File: config.mk
export PLATFORM = sky130hd
export DESIGN_NAME = eprom_prog_seq
export DESIGN_NICKNAME = d
export VERILOG_FILES = /design/src/rtl/eprom_prog_pkg.sv /design/src/rtl/prog_interval_timer.sv /design/src/rtl/prog_try_counter.sv /design/src/rtl/prog_seq_fsm.sv /design/src/rtl/eprom_prog_seq.sv
export SDC_FILE = /design/constraint.sdc
export NUM_CORES = 1
export LEC_CHECK = 0
export BUFFER_PORTS_ARGS = -buffer_cell sky130_fd_sc_hd__buf_2
export CAP_MARGIN = 20
export CORE_UTILIZATION = 25
export DETAILED_ROUTE_END_ITERATION = 16
export SLEW_MARGIN = 25
export SYNTH_ARGS = -nofsm -noshare
export SYNTH_HDL_FRONTEND = slang
export SYNTH_SLANG_ARGS = --single-unit
File: constraint.sdc
create_clock -name clk -period 2.5 [get_ports clk]
set_input_delay 0.375 -clock clk [delete_from_list [all_inputs] [get_ports clk]]
set_output_delay 0.375 -clock clk [all_outputs]
set_load 0.05 [all_outputs]
File: src/rtl/eprom_prog_pkg.sv
// Shared types and elaboration-time helpers for the EPROM byte programming
// sequencer. Assumes all timing is expressed in whole clock cycles.
package eprom_prog_pkg;

    typedef enum logic [2:0] {
        ST_IDLE,
        ST_SETUP,
        ST_PULSE,
        ST_HOLD,
        ST_TURN,
        ST_VERIFY,
        ST_FLOAT,
        ST_FINISH
    } seq_state_t;

    typedef struct packed {
        logic vpp_en;
        logic ce_n;
        logic oe_n;
        logic pgm_n;
        logic drv_en;
    } pin_set_t;

    localparam int PULSE_MIN_US = 45;
    localparam int PULSE_MAX_US = 105;

    // Microseconds to cycles, never less than one cycle.
    function automatic int cyc_from_us(input int mhz, input int us);
        int c;
        c = mhz * us;
        return (c < 1) ? 1 : c;
    endfunction

    // Nanoseconds to cycles, rounded up, never less than one cycle.
    function automatic int cyc_from_ns(input int mhz, input int ns);
        int c;
        c = (mhz * ns + 999) / 1000;
        return (c < 1) ? 1 : c;
    endfunction

    // Keep the requested pulse width inside the window the device accepts.
    function automatic int clamp_pulse_us(input int us);
        if (us < PULSE_MIN_US) return PULSE_MIN_US;
        if (us > PULSE_MAX_US) return PULSE_MAX_US;
        return us;
    endfunction

    function automatic int max2(input int a, input int b);
        return (a > b) ? a : b;
    endfunction

endpackage

File: src/rtl/prog_interval_timer.sv
// Down-counter that times one sequencer phase.
// Load value N-1 on phase entry; expired is high on the phase's last cycle,
// so the phase lasts N cycles. Assumes load is a single-cycle request.
module prog_interval_timer #(
    parameter int WIDTH = 8
) (
    input  logic             clk,
    input  logic             rst_n,
    input  logic             load,
    input  logic [WIDTH-1:0] load_val,
    output logic             expired
);

    logic [WIDTH-1:0] count_q;

    // Reload on request, otherwise count down to zero and stay there.
    always_ff @(posedge clk) begin
        if (!rst_n) begin
            count_q <= '0;
        end else if (load) begin
            count_q <= load_val;
        end else if (count_q != '0) begin
            count_q <= count_q - 1'b1;
        end
    end

    assign expired = (count_q == '0);

endmodule

File: src/rtl/prog_try_counter.sv
// Counts program pulses issued in the current run and flags the retry limit.
// Assumes clear and bump are never asserted in the same cycle.
module prog_try_counter #(
    parameter int MAX_TRIES = 25
) (
    input  logic clk,
    input  logic rst_n,
    input  logic clear,
    input  logic bump,
    output logic at_limit
);

    localparam int CW = $clog2(MAX_TRIES + 1);

    logic [CW-1:0] tries_q;

    // Clear at run start, add one for each pulse issued.
    always_ff @(posedge clk) begin
        if (!rst_n) begin
            tries_q <= '0;
        end else if (clear) begin
            tries_q <= '0;
        end else if (bump) begin
            tries_q <= tries_q + 1'b1;
        end
    end

    assign at_limit = (tries_q == CW'(MAX_TRIES));

endmodule

File: src/rtl/prog_seq_fsm.sv
// Phase sequencer: setup, pulse, hold, bus turnaround, verify, float, and
// either retry or finish. Pins are registered from the next state so they
// change in step with the state register and never glitch.
// Assumes the timer and try counter respond in the cycle after a request.
module prog_seq_fsm
    import eprom_prog_pkg::*;
#(
    parameter int DATA_W    = 8,
    parameter int TMR_W     = 8,
    parameter int SETUP_CYC = 1,
    parameter int PW_CYC    = 50,
    parameter int HOLD_CYC  = 1,
    parameter int TURN_CYC  = 1,
    parameter int OEV_CYC   = 1,
    parameter int FLT_CYC   = 1
) (
    input  logic              clk,
    input  logic              rst_n,
    input  logic              start,
    input  logic [DATA_W-1:0] rd_data,
    input  logic [DATA_W-1:0] want_data,
    input  logic              tmr_expired,
    input  logic              at_limit,
    output logic              tmr_load,
    output logic [TMR_W-1:0]  tmr_val,
    output logic              try_clear,
    output logic              try_bump,
    output logic              capture,
    output pin_set_t          pins,
    output logic              busy,
    output logic              done,
    output logic              pass
);

    seq_state_t st_q, st_nxt;
    pin_set_t   pins_q;
    logic       match_q;
    logic       pass_q;

    // Pin levels that belong to each phase.
    function automatic pin_set_t pins_for(input seq_state_t s);
        pin_set_t p;
        p = '{vpp_en: 1'b0, ce_n: 1'b1, oe_n: 1'b1, pgm_n: 1'b1, drv_en: 1'b0};
        case (s)
            ST_SETUP, ST_HOLD: begin
                p.vpp_en = 1'b1;
                p.ce_n   = 1'b0;
                p.drv_en = 1'b1;
            end
            ST_PULSE: begin
                p.vpp_en = 1'b1;
                p.ce_n   = 1'b0;
                p.drv_en = 1'b1;
                p.pgm_n  = 1'b0;
            end
            ST_TURN, ST_FLOAT: begin
                p.vpp_en = 1'b1;
                p.ce_n   = 1'b0;
            end
            ST_VERIFY: begin
                p.vpp_en = 1'b1;
                p.ce_n   = 1'b0;
                p.oe_n   = 1'b0;
            end
            default: ;
        endcase
        return p;
    endfunction

    // Next phase, timer reload and counter requests.
    always_comb begin
        st_nxt    = st_q;
        tmr_load  = 1'b0;
        tmr_val   = '0;
        try_clear = 1'b0;
        try_bump  = 1'b0;
        capture   = 1'b0;
        case (st_q)
            ST_IDLE: if (start) begin
                st_nxt    = ST_SETUP;
                tmr_load  = 1'b1;
                tmr_val   = TMR_W'(SETUP_CYC - 1);
                try_clear = 1'b1;
                capture   = 1'b1;
            end
            ST_SETUP: if (tmr_expired) begin
                st_nxt   = ST_PULSE;
                tmr_load = 1'b1;
                tmr_val  = TMR_W'(PW_CYC - 1);
                try_bump = 1'b1;
            end
            ST_PULSE: if (tmr_expired) begin
                st_nxt   = ST_HOLD;
                tmr_load = 1'b1;
                tmr_val  = TMR_W'(HOLD_CYC - 1);
            end
            ST_HOLD: if (tmr_expired) begin
                st_nxt   = ST_TURN;
                tmr_load = 1'b1;
                tmr_val  = TMR_W'(TURN_CYC - 1);
            end
            ST_TURN: if (tmr_expired) begin
                st_nxt   = ST_VERIFY;
                tmr_load = 1'b1;
                tmr_val  = TMR_W'(OEV_CYC - 1);
            end
            ST_VERIFY: if (tmr_expired) begin
                st_nxt   = ST_FLOAT;
                tmr_load = 1'b1;
                tmr_val  = TMR_W'(FLT_CYC - 1);
            end
            ST_FLOAT: if (tmr_expired) begin
                if (match_q || at_limit) begin
                    st_nxt = ST_FINISH;
                end else begin
                    st_nxt   = ST_SETUP;
                    tmr_load = 1'b1;
                    tmr_val  = TMR_W'(SETUP_CYC - 1);
                end
            end
            ST_FINISH: st_nxt = ST_IDLE;
            default:   st_nxt = ST_IDLE;
        endcase
    end

    // State and registered pin set.
    always_ff @(posedge clk) begin
        if (!rst_n) begin
            st_q   <= ST_IDLE;
            pins_q <= pins_for(ST_IDLE);
        end else begin
            st_q   <= st_nxt;
            pins_q <= pins_for(st_nxt);
        end
    end

    // Verify compare in the last output-enable cycle and run outcome.
    always_ff @(posedge clk) begin
        if (!rst_n) begin
            match_q <= 1'b0;
            pass_q  <= 1'b0;
        end else begin
            if (capture) begin
                match_q <= 1'b0;
                pass_q  <= 1'b0;
            end else if (st_q == ST_VERIFY && tmr_expired) begin
                match_q <= (rd_data == want_data);
            end
            if (st_q == ST_FLOAT && st_nxt == ST_FINISH) begin
                pass_q <= match_q;
            end
        end
    end

    assign pins = pins_q;
    assign busy = (st_q != ST_IDLE);
    assign done = (st_q == ST_FINISH);
    assign pass = pass_q;

endmodule

File: src/rtl/eprom_prog_seq.sv
// Top level of the EPROM byte programming sequencer. Captures the request,
// derives every interval from CLK_MHZ and wires the phase sequencer to its
// timer and try counter. Assumes the device outputs are valid on
// rom_rd_data within OEV_NS of output enable falling.
module eprom_prog_seq #(
    parameter int CLK_MHZ   = 100,
    parameter int ADDR_W    = 17,
    parameter int DATA_W    = 8,
    parameter int MAX_TRIES = 25,
    parameter int PULSE_US  = 50,
    parameter int SETUP_US  = 1,
    parameter int HOLD_US   = 1,
    parameter int OEV_NS    = 100,
    parameter int FLOAT_NS  = 60
) (
    input  logic              clk,
    input  logic              rst_n,
    input  logic              start,
    input  logic [ADDR_W-1:0] prog_addr,
    input  logic [DATA_W-1:0] prog_data,
    input  logic [DATA_W-1:0] rom_rd_data,
    output logic [ADDR_W-1:0] rom_addr,
    output logic [DATA_W-1:0] rom_wr_data,
    output logic              rom_wr_en,
    output logic              rom_ce_n,
    output logic              rom_oe_n,
    output logic              rom_pgm_n,
    output logic              vpp_on,
    output logic              busy,
    output logic              done,
    output logic              pass
);
    import eprom_prog_pkg::*;

    localparam int SETUP_CYC = cyc_from_us(CLK_MHZ, SETUP_US);
    localparam int PW_CYC    = cyc_from_us(CLK_MHZ, clamp_pulse_us(PULSE_US));
    localparam int HOLD_CYC  = cyc_from_us(CLK_MHZ, HOLD_US);
    localparam int TURN_CYC  = 1;
    localparam int OEV_CYC   = cyc_from_ns(CLK_MHZ, OEV_NS);
    localparam int FLT_CYC   = cyc_from_ns(CLK_MHZ, FLOAT_NS);
    localparam int LONGEST   = max2(max2(max2(SETUP_CYC, PW_CYC), max2(HOLD_CYC, TURN_CYC)),
                                    max2(OEV_CYC, FLT_CYC));
    localparam int TMR_W     = $clog2(LONGEST + 1);

    logic [ADDR_W-1:0] addr_q;
    logic [DATA_W-1:0] data_q;
    logic              tmr_load, tmr_expired;
    logic [TMR_W-1:0]  tmr_val;
    logic              try_clear, try_bump, at_limit, capture;
    pin_set_t          pins;

    // Hold the request for the whole run.
    always_ff @(posedge clk) begin
        if (!rst_n) begin
            addr_q <= '0;
            data_q <= '0;
        end else if (capture) begin
            addr_q <= prog_addr;
            data_q <= prog_data;
        end
    end

    prog_interval_timer #(.WIDTH(TMR_W)) u_timer (
        .clk      (clk),
        .rst_n    (rst_n),
        .load     (tmr_load),
        .load_val (tmr_val),
        .expired  (tmr_expired)
    );

    prog_try_counter #(.MAX_TRIES(MAX_TRIES)) u_tries (
        .clk      (clk),
        .rst_n    (rst_n),
        .clear    (try_clear),
        .bump     (try_bump),
        .at_limit (at_limit)
    );

    prog_seq_fsm #(
        .DATA_W    (DATA_W),
        .TMR_W     (TMR_W),
        .SETUP_CYC (SETUP_CYC),
        .PW_CYC    (PW_CYC),
        .HOLD_CYC  (HOLD_CYC),
        .TURN_CYC  (TURN_CYC),
        .OEV_CYC   (OEV_CYC),
        .FLT_CYC   (FLT_CYC)
    ) u_fsm (
        .clk         (clk),
        .rst_n       (rst_n),
        .start       (start),
        .rd_data     (rom_rd_data),
        .want_data   (data_q),
        .tmr_expired (tmr_expired),
        .at_limit    (at_limit),
        .tmr_load    (tmr_load),
        .tmr_val     (tmr_val),
        .try_clear   (try_clear),
        .try_bump    (try_bump),
        .capture     (capture),
        .pins        (pins),
        .busy        (busy),
        .done        (done),
        .pass        (pass)
    );

    assign rom_addr    = addr_q;
    assign rom_wr_data = data_q;
    assign rom_wr_en   = pins.drv_en;
    assign rom_ce_n    = pins.ce_n;
    assign rom_oe_n    = pins.oe_n;
    assign rom_pgm_n   = pins.pgm_n;
    assign vpp_on      = pins.vpp_en;

endmodule

==> results.toml, run 1 <==
[status]
status = "completed"

[setup_path]
r2r_slack_ps = 300
endpoint_kind = "flop"
required_ps = 2710
timing.rr.end = "u_fsm.pass"
cpLargestDelayFamily = "simple AND/OR/NAND/NOR gates"
ff2ff_path_depth = 7
worstSetupPathType = "flop to flop"
cp_num_buf_inv = 1
cpPeakStageDelay_ps = 460
path_depth = 7
crit_slowest_cell = "nor3b_1"
r2r-start = "u_timer.count_q[1]"
critPathLaunchType = "flop"
crit_fanout = 12
cp.arrival_ps = 2410
path_cells = "inv_1 -> ha_1 -> nor3b_1 -> nand4_2 -> nor3_1 -> a21oi_1 -> o21a_1"

[hold_path]
min_path_type = "input pin to flop"
min_to = "rom_addr[4]"
hold_depth = 3
hp-start = "prog_addr[4]"

[grt]
grt.total_usage_pct = 12.9
antenna_found_initial = 0
grt_pass1_wl_um = 10600
grt_max_degree = 27
grt_pass1_vias = 2287
grt-ovfl-total = 0

[layout]
drive_gt1_share_pct = 24.7
nets = 406
diodes = 0
finalNonFillerCells = 501
fill_cells = 1060
area_growth_pct = 22.6
multi_input_area_um2 = 1330
ff_latch_area_um2 = 1060

[drt]
drc = 0
dr.first_iter.drc_count = 67
finalWirelength_um = 6210
antenna_left = 0
viasPerCell = 4.60
num_vias = 2304
drt_pre_antenna_iters = 4
wire_per_inst_um = 12.4

[pwr]
comb_power_share_pct = 51.3
internal-power_mw = 1.83
p_sw_mw = 1.63
cellLeakagePower_nw = 1.29
seqPwrFrac_pct = 34.8
power_frac_clock_pct = 13.9
switching_share_pct = 47.0
peakVddDrop_uv = 369
p_per_area_nw_per_um2 = 1130

[flow_run]
maxCapViolCount = 0

[placed_design]
hpwlAfterDp_um = 4590
gp_congestion = 0.828
portBuffers = 68
dp_cells = 493

[floorplanning]
io_pins = 69
initial_utilization_pct = 25.7
die_w_um = 102
fp.dieH_um = 102
rows = 36
dieArea_um2 = 10500
core_area_um2 = 9770

[synth]
synth-async-reset-ratio_pct = 0
synth-edff-count = 0
syn_inst = 300
yosysWarnings = 0
synth.distinct_cells = 45
ys.flop_type = "dfxtp_1"
ys_ff_latch = 53
synth_seq_area_share_pct = 42.2
syn_area_per_cell_um2 = 8.37
syn-num-nets = 339
syn-cell-area_um2 = 2510

[cts]
h-tree-depth = 2
clock-sinks = 53
postCtsSetupRepairBufs = 0
ctsHoldBuffers = 0
cts_resized = 0
cts_tree = "built"
cts_buffer_depth = 2
cts_buffers = 5
clk_pin_slew_ps = 100
clk_latency_ps = 310
cts-root-buf = "clkbuf_8"

[timing]
layout_min_cycle_time_ps = 2200
timing.setup.tns_ps = 0
fin_crit_sh_pct = 88.2
rsz0062_at_grt = "false"
max_slew.worst_pin.slew_ps = 510
final-max-slew-violation-count = 0
hold_viol = 0
finalSetupViolCount = 0
fmax_mhz = 454
slew_headroom_pct = 65.6
fin_skew_ps = 10.2
[flip-flops by register name (all words and copies together), names as in the netlist]
register         cells
rom_wr_data          8
u_fsm.pass           1
u_tries.tries_q      5
rom_addr            17
u_fsm.pins           5
u_fsm.match_q        1
u_timer.count_q     13
u_fsm.st_q           3
[placed cells by master (no fill, tap or decap), types with 2 or more instances in the layout]
cell type / n
nand4_1: 4
and2_1: 5
and3_1: 3
o21a_1: 5
a21oi_1: 8
a31oi_1: 3
o21ai_0: 9
ha_1: 3
nand2_1: 62
clkbuf_1: 2
o211ai_1: 2
inv_1: 7
xnor2_1: 12
or4_1: 2
buf_2: 68
buf_4: 10
dfxtp_1: 53
a21boi_0: 28
clkbuf_8: 5
xor2_1: 6
or3_1: 2
o31ai_1: 2
nand3_1: 9
nor3_1: 12
nor3b_1: 3
nor2_1: 22
o311ai_0: 2
[area by class of cell]
| type | instances | area share, % |
|---|---|---|
| Timing Repair Buffer | 78 | 13.5 |
| Inverter | 7 | 0.853 |
| Sequential cell | 53 | 34.5 |
| Clock inverter | 1 | 0.244 |
| Clock buffer | 7 | 2.48 |
| Tap cell | 133 | 5.40 |
| Multi-Input combinational cell | 222 | 43.1 |
[logic make-up after synthesis]
family | Yosys count | synth area share, %
compound gates | 66 | 18.3
xor+xnor | 18 | 6.27
fa+ha+maj | 3 | 1.49
buf+inv | 25 | 4.98
flops | 53 | 42.2
mux | 2 | 0.996
simple gates | 133 | 25.7
[stage by stage]
| step | utilization (%) | worst slack, ps | hold WS, ps | area [um2] | total power, mW |
|---|---|---|---|---|---|
| 2_1_floorplan | - | 693 | 472 | 2510 | 2.57 |
| 3_3_place_gp | 30.6 | 452 | 447 | 3000 | 2.98 |
| 3_5_place_dp | 30.6 | 369 | 455 | 3000 | 3.00 |
| 4_1_cts | 31.5 | 351 | 291 | 3080 | 3.49 |
| 5_1_grt | 31.5 | 43.4 | 312 | 3080 | 3.74 |
| 6_report | 31.5 | 296 | 301 | 3080 | 3.46 |
[layer usage]
| layer | GRT usage (%) | vias up | share of wire [%] |
|---|---|---|---|
| met1 | 15.4 | 1068 | 45 |
| met4 | 5.60 | 0 | 1.8 |
| li1 | - | 1162 | - |
| met5 | 0 | - | 0 |
| met2 | 23.1 | 66 | 49 |
| met3 | 1.64 | 8 | 4.0 |
[worst reg2reg max path: stages, from the launching register on]
cell and delay (ps):
dfxtp_1 350, inv_1 60, ha_1 180, nor3b_1 470
nand4_2 370, nor3_1 370, a21oi_1 120, o21a_1 190
[worst max path at each step]
stage | end | from | slack [ps]
floorplan | u_tries.tries_q[3] | u_timer.count_q[0] | 690
detailed placement | u_fsm.pass | u_timer.count_q[0] | 370
global placement | u_timer.count_q[1] | u_timer.count_q[0] | 450
global route | u_fsm.pass | u_timer.count_q[1] | 40
finish | u_fsm.pass | u_timer.count_q[1] | 300
CTS | u_fsm.pass | u_timer.count_q[0] | 350
[power groups by stage]
stage / Sequential, mW / Combinational (mW) / Clock (mW)
after floorplan: 1.49 / 1.07 / 0
after global routing: 1.24 / 1.96 / 0.540
after global placement: 1.22 / 1.76 / 0
after detailed placement: 1.22 / 1.78 / 0
after CTS: 1.21 / 1.78 / 0.503
final: 1.21 / 1.78 / 0.481
[cell usage after synthesis, types with 2 or more instances]
library cell	n	area [um2]
buf_2	4	20.0
or4_1	2	15.0
xnor2_1	12	105
nand2_1	62	233
a21boi_0	28	210
o31ai_1	2	15.0
a31oi_1	3	18.8
nor3b_1	3	22.5
o21a_1	5	37.5
o311ai_0	2	17.5
inv_1	7	26.3
and3_1	3	18.8
clkbuf_1	10	37.5
o21ai_0	9	45.0
nand3_1	9	45.0
nor2_1	22	82.6
xor2_1	6	52.6
dfxtp_1	53	1060
nor3_1	12	60.1
or3_1	2	12.5
a21oi_1	8	40.0
nand4_1	4	25.0
and2_1	5	31.3
buf_6	3	33.8
o211ai_1	2	15.0
ha_1	3	37.5
Note: power is estimated with default switching activity, not from simulation.
==> inputs of run 2 (changes only) <==
ABC_AREA = 1   (was default)
SETUP_SLACK_MARGIN = 0.15   (was default)
==> run 2 against run 1 <==
Clock skew grew 3.6 ps. Largest cell class unchanged. Flip-flop and latch count is the same. Non-clock buffer count shrank 7. Clock power grew 29%. Combinational power shrank 21%. Worst hold slack lost 20 ps. Via count grew 1.6%. Power shrank 9.6%. Final cell count grew 7.2%. Fmax grew 16%.
==> results.toml, run 2 <==
[synth]
syn_inst = 338
syn-num-nets = 377
synth_seq_area_share_pct = 43.8
syn-cell-area_um2 = 2420
ys.flop_type = "dfxtp_1"
synth_top_area_share_pct = 43.8
netlist_top_cells_area = "dfxtp_1 44%, nand2_1 14%, a21oi_1 8.0%"
ys_ff_latch = 53
yosysTopAreaCell = "dfxtp_1"
synth.distinct_cells = 30
synth-async-reset-ratio_pct = 0
syn_area_per_cell_um2 = 7.17
synth.most_common_cell = "nand2_1"
yosys-top-cells-count = "89 x nand2_1, 53 x dfxtp_1, 39 x a21oi_1, 34 x nor2_1, 32 x inv_1"
synth-edff-count = 0
yosysWarnings = 0

[floorplanning]
core_area_um2 = 9330
initial_utilization_pct = 26.0
die_w_um = 100
dieArea_um2 = 10100
io_pins = 69
rows = 35
fp.dieH_um = 100

[cts]
cts_buffers = 5
clk_pin_slew_ps = 110
h-tree-depth = 2
clock-sinks = 53
cts_buffer_depth = 2
postCtsSetupRepairBufs = 0
cts-root-buf = "clkbuf_8"
clk_latency_ps = 320
cts_tree = "built"
ctsHoldBuffers = 0
cts_resized = 0

[drt]
drc = 0
drt_pre_antenna_iters = 4
num_vias = 2340
dr.first_iter.drc_count = 82
viasPerCell = 4.36
antenna_left = 0
finalWirelength_um = 6110
wire_per_inst_um = 11.4

[setup_path]
cp_num_buf_inv = 1
cpPeakStageDelay_ps = 470
crit_fanout = 23
endpoint_kind = "flop"
critPathMostFrequentCell = "nor2_1"
crit_slowest_cell = "dfxtp_1"
cpLargestDelayFamily = "simple AND/OR/NAND/NOR gates"
ff2ff_path_depth = 8
cp.arrival_ps = 2100
required_ps = 2700
path_depth = 8
worstSetupPathType = "flop to flop"
path_cells = "nor2_1 -> nand3_1 -> buf_4 -> o21ai_1 -> nor2_1 -> nand3_1 -> nor2_1 -> nor2_1"
critPathLaunchType = "flop"

[timing]
final-max-slew-violation-count = 0
layout_min_cycle_time_ps = 1890
max_slew.worst_pin.slew_ps = 413
finalSetupViolCount = 0
fin_skew_ps = 13.7
fmax_mhz = 528
hold_viol = 0
fin_crit_sh_pct = 75.8
timing.setup.tns_ps = 0
slew_headroom_pct = 72.2
rsz0062_at_grt = "false"

[pwr]
cellLeakagePower_nw = 1.39
p_per_area_nw_per_um2 = 1030
peakVddDrop_uv = 411

[placed_design]
gp_congestion = 0.894
placed_area_um2 = 2910
hpwlAfterDp_um = 4590
portBuffers = 68

[layout]
final_cell_mix = "89 x nand2_1, 68 x buf_2, 53 x dfxtp_1, 39 x a21oi_1, 34 x nor2_1"
finish.instance_area_um2 = 3030
area_growth_pct = 24.9
nets = 446
mostFrequentLayoutCell = "nand2_1"
diodes = 0
largest_register_ff_count = 17
fill_cells = 1010
drive_gt1_share_pct = 23.5

[grt]
grt.total_usage_pct = 12.8
grt_pass1_wl_um = 10100
antenna_found_initial = 0
grt_max_degree = 26
grt-ovfl-total = 0
grt_pass1_vias = 2247

[status]
status = "completed"

[flow_run]
maxCapViolCount = 0

[hold_path]
min_path_type = "input pin to flop"
hold_depth = 3
## run 2: final timing paths
check	start	slack (ps)	to
min	prog_addr[0]	280	rom_addr[0]
max reg2reg	u_fsm.st_q[2]	610	u_timer.count_q[0]
max	u_fsm.st_q[2]	610	u_timer.count_q[0]
min reg2reg	rom_addr[0]	470	rom_addr[0]
## run 2: final cells by class
type	count	area (um2)	area share, %
clock buffers	5	68.8	2.27
inverters	36	140	4.63
multi-input cells	240	1180	39.1
repair buffers	71	363	12.0
well taps	129	161	5.33
clock inverters	3	50.0	1.65
flip-flops and latches	53	1060	35.0
## run 2: metrics by stage
| stage | hold WS [ps] | worst slack (ps) | cells | util [%] | power, mW |
|---|---|---|---|---|---|
| 2_1_floorplan | 457 | 890 | 338 | - | 2.21 |
| 3_3_place_gp | 451 | 670 | 529 | 31.2 | 2.52 |
| 3_5_place_dp | 460 | 622 | 529 | 31.2 | 2.52 |
| 4_1_cts | 275 | 604 | 537 | 32.5 | 3.15 |
| 5_1_grt | 280 | 412 | 537 | 32.5 | 3.36 |
| 6_report | 281 | 605 | 537 | 32.5 | 3.13 |
## run 2: tightest hold or removal path, stage by stage
cell     delay [ps]
buf_2            90
nand2_1          50
a21oi_1          50
## run 2: cells by family (layout without fill, tap and decap cells)
kind of cell / count (synthesis) / in the layout / synth area share, %
simple gates: 166 / 166 / 30.2
compound gates: 59 / 59 / 12.7
flops: 53 / 53 / 43.8
buf+inv: 45 / 115 / 7.38
xor+xnor: 12 / 12 / 4.33
fa+ha+maj: 3 / 3 / 1.55
## run 2: report_power, final
part           internal, mW  switching, mW
combinational         0.409          0.991
sequential             1.00          0.111
clock                 0.307          0.315
## run 2: metal layers
layer	routed length [um]	GRT usage, %
met5	0	0
met4	142	5.13
met3	508	4.44
met1	2830	16.0
met2	2630	20.3
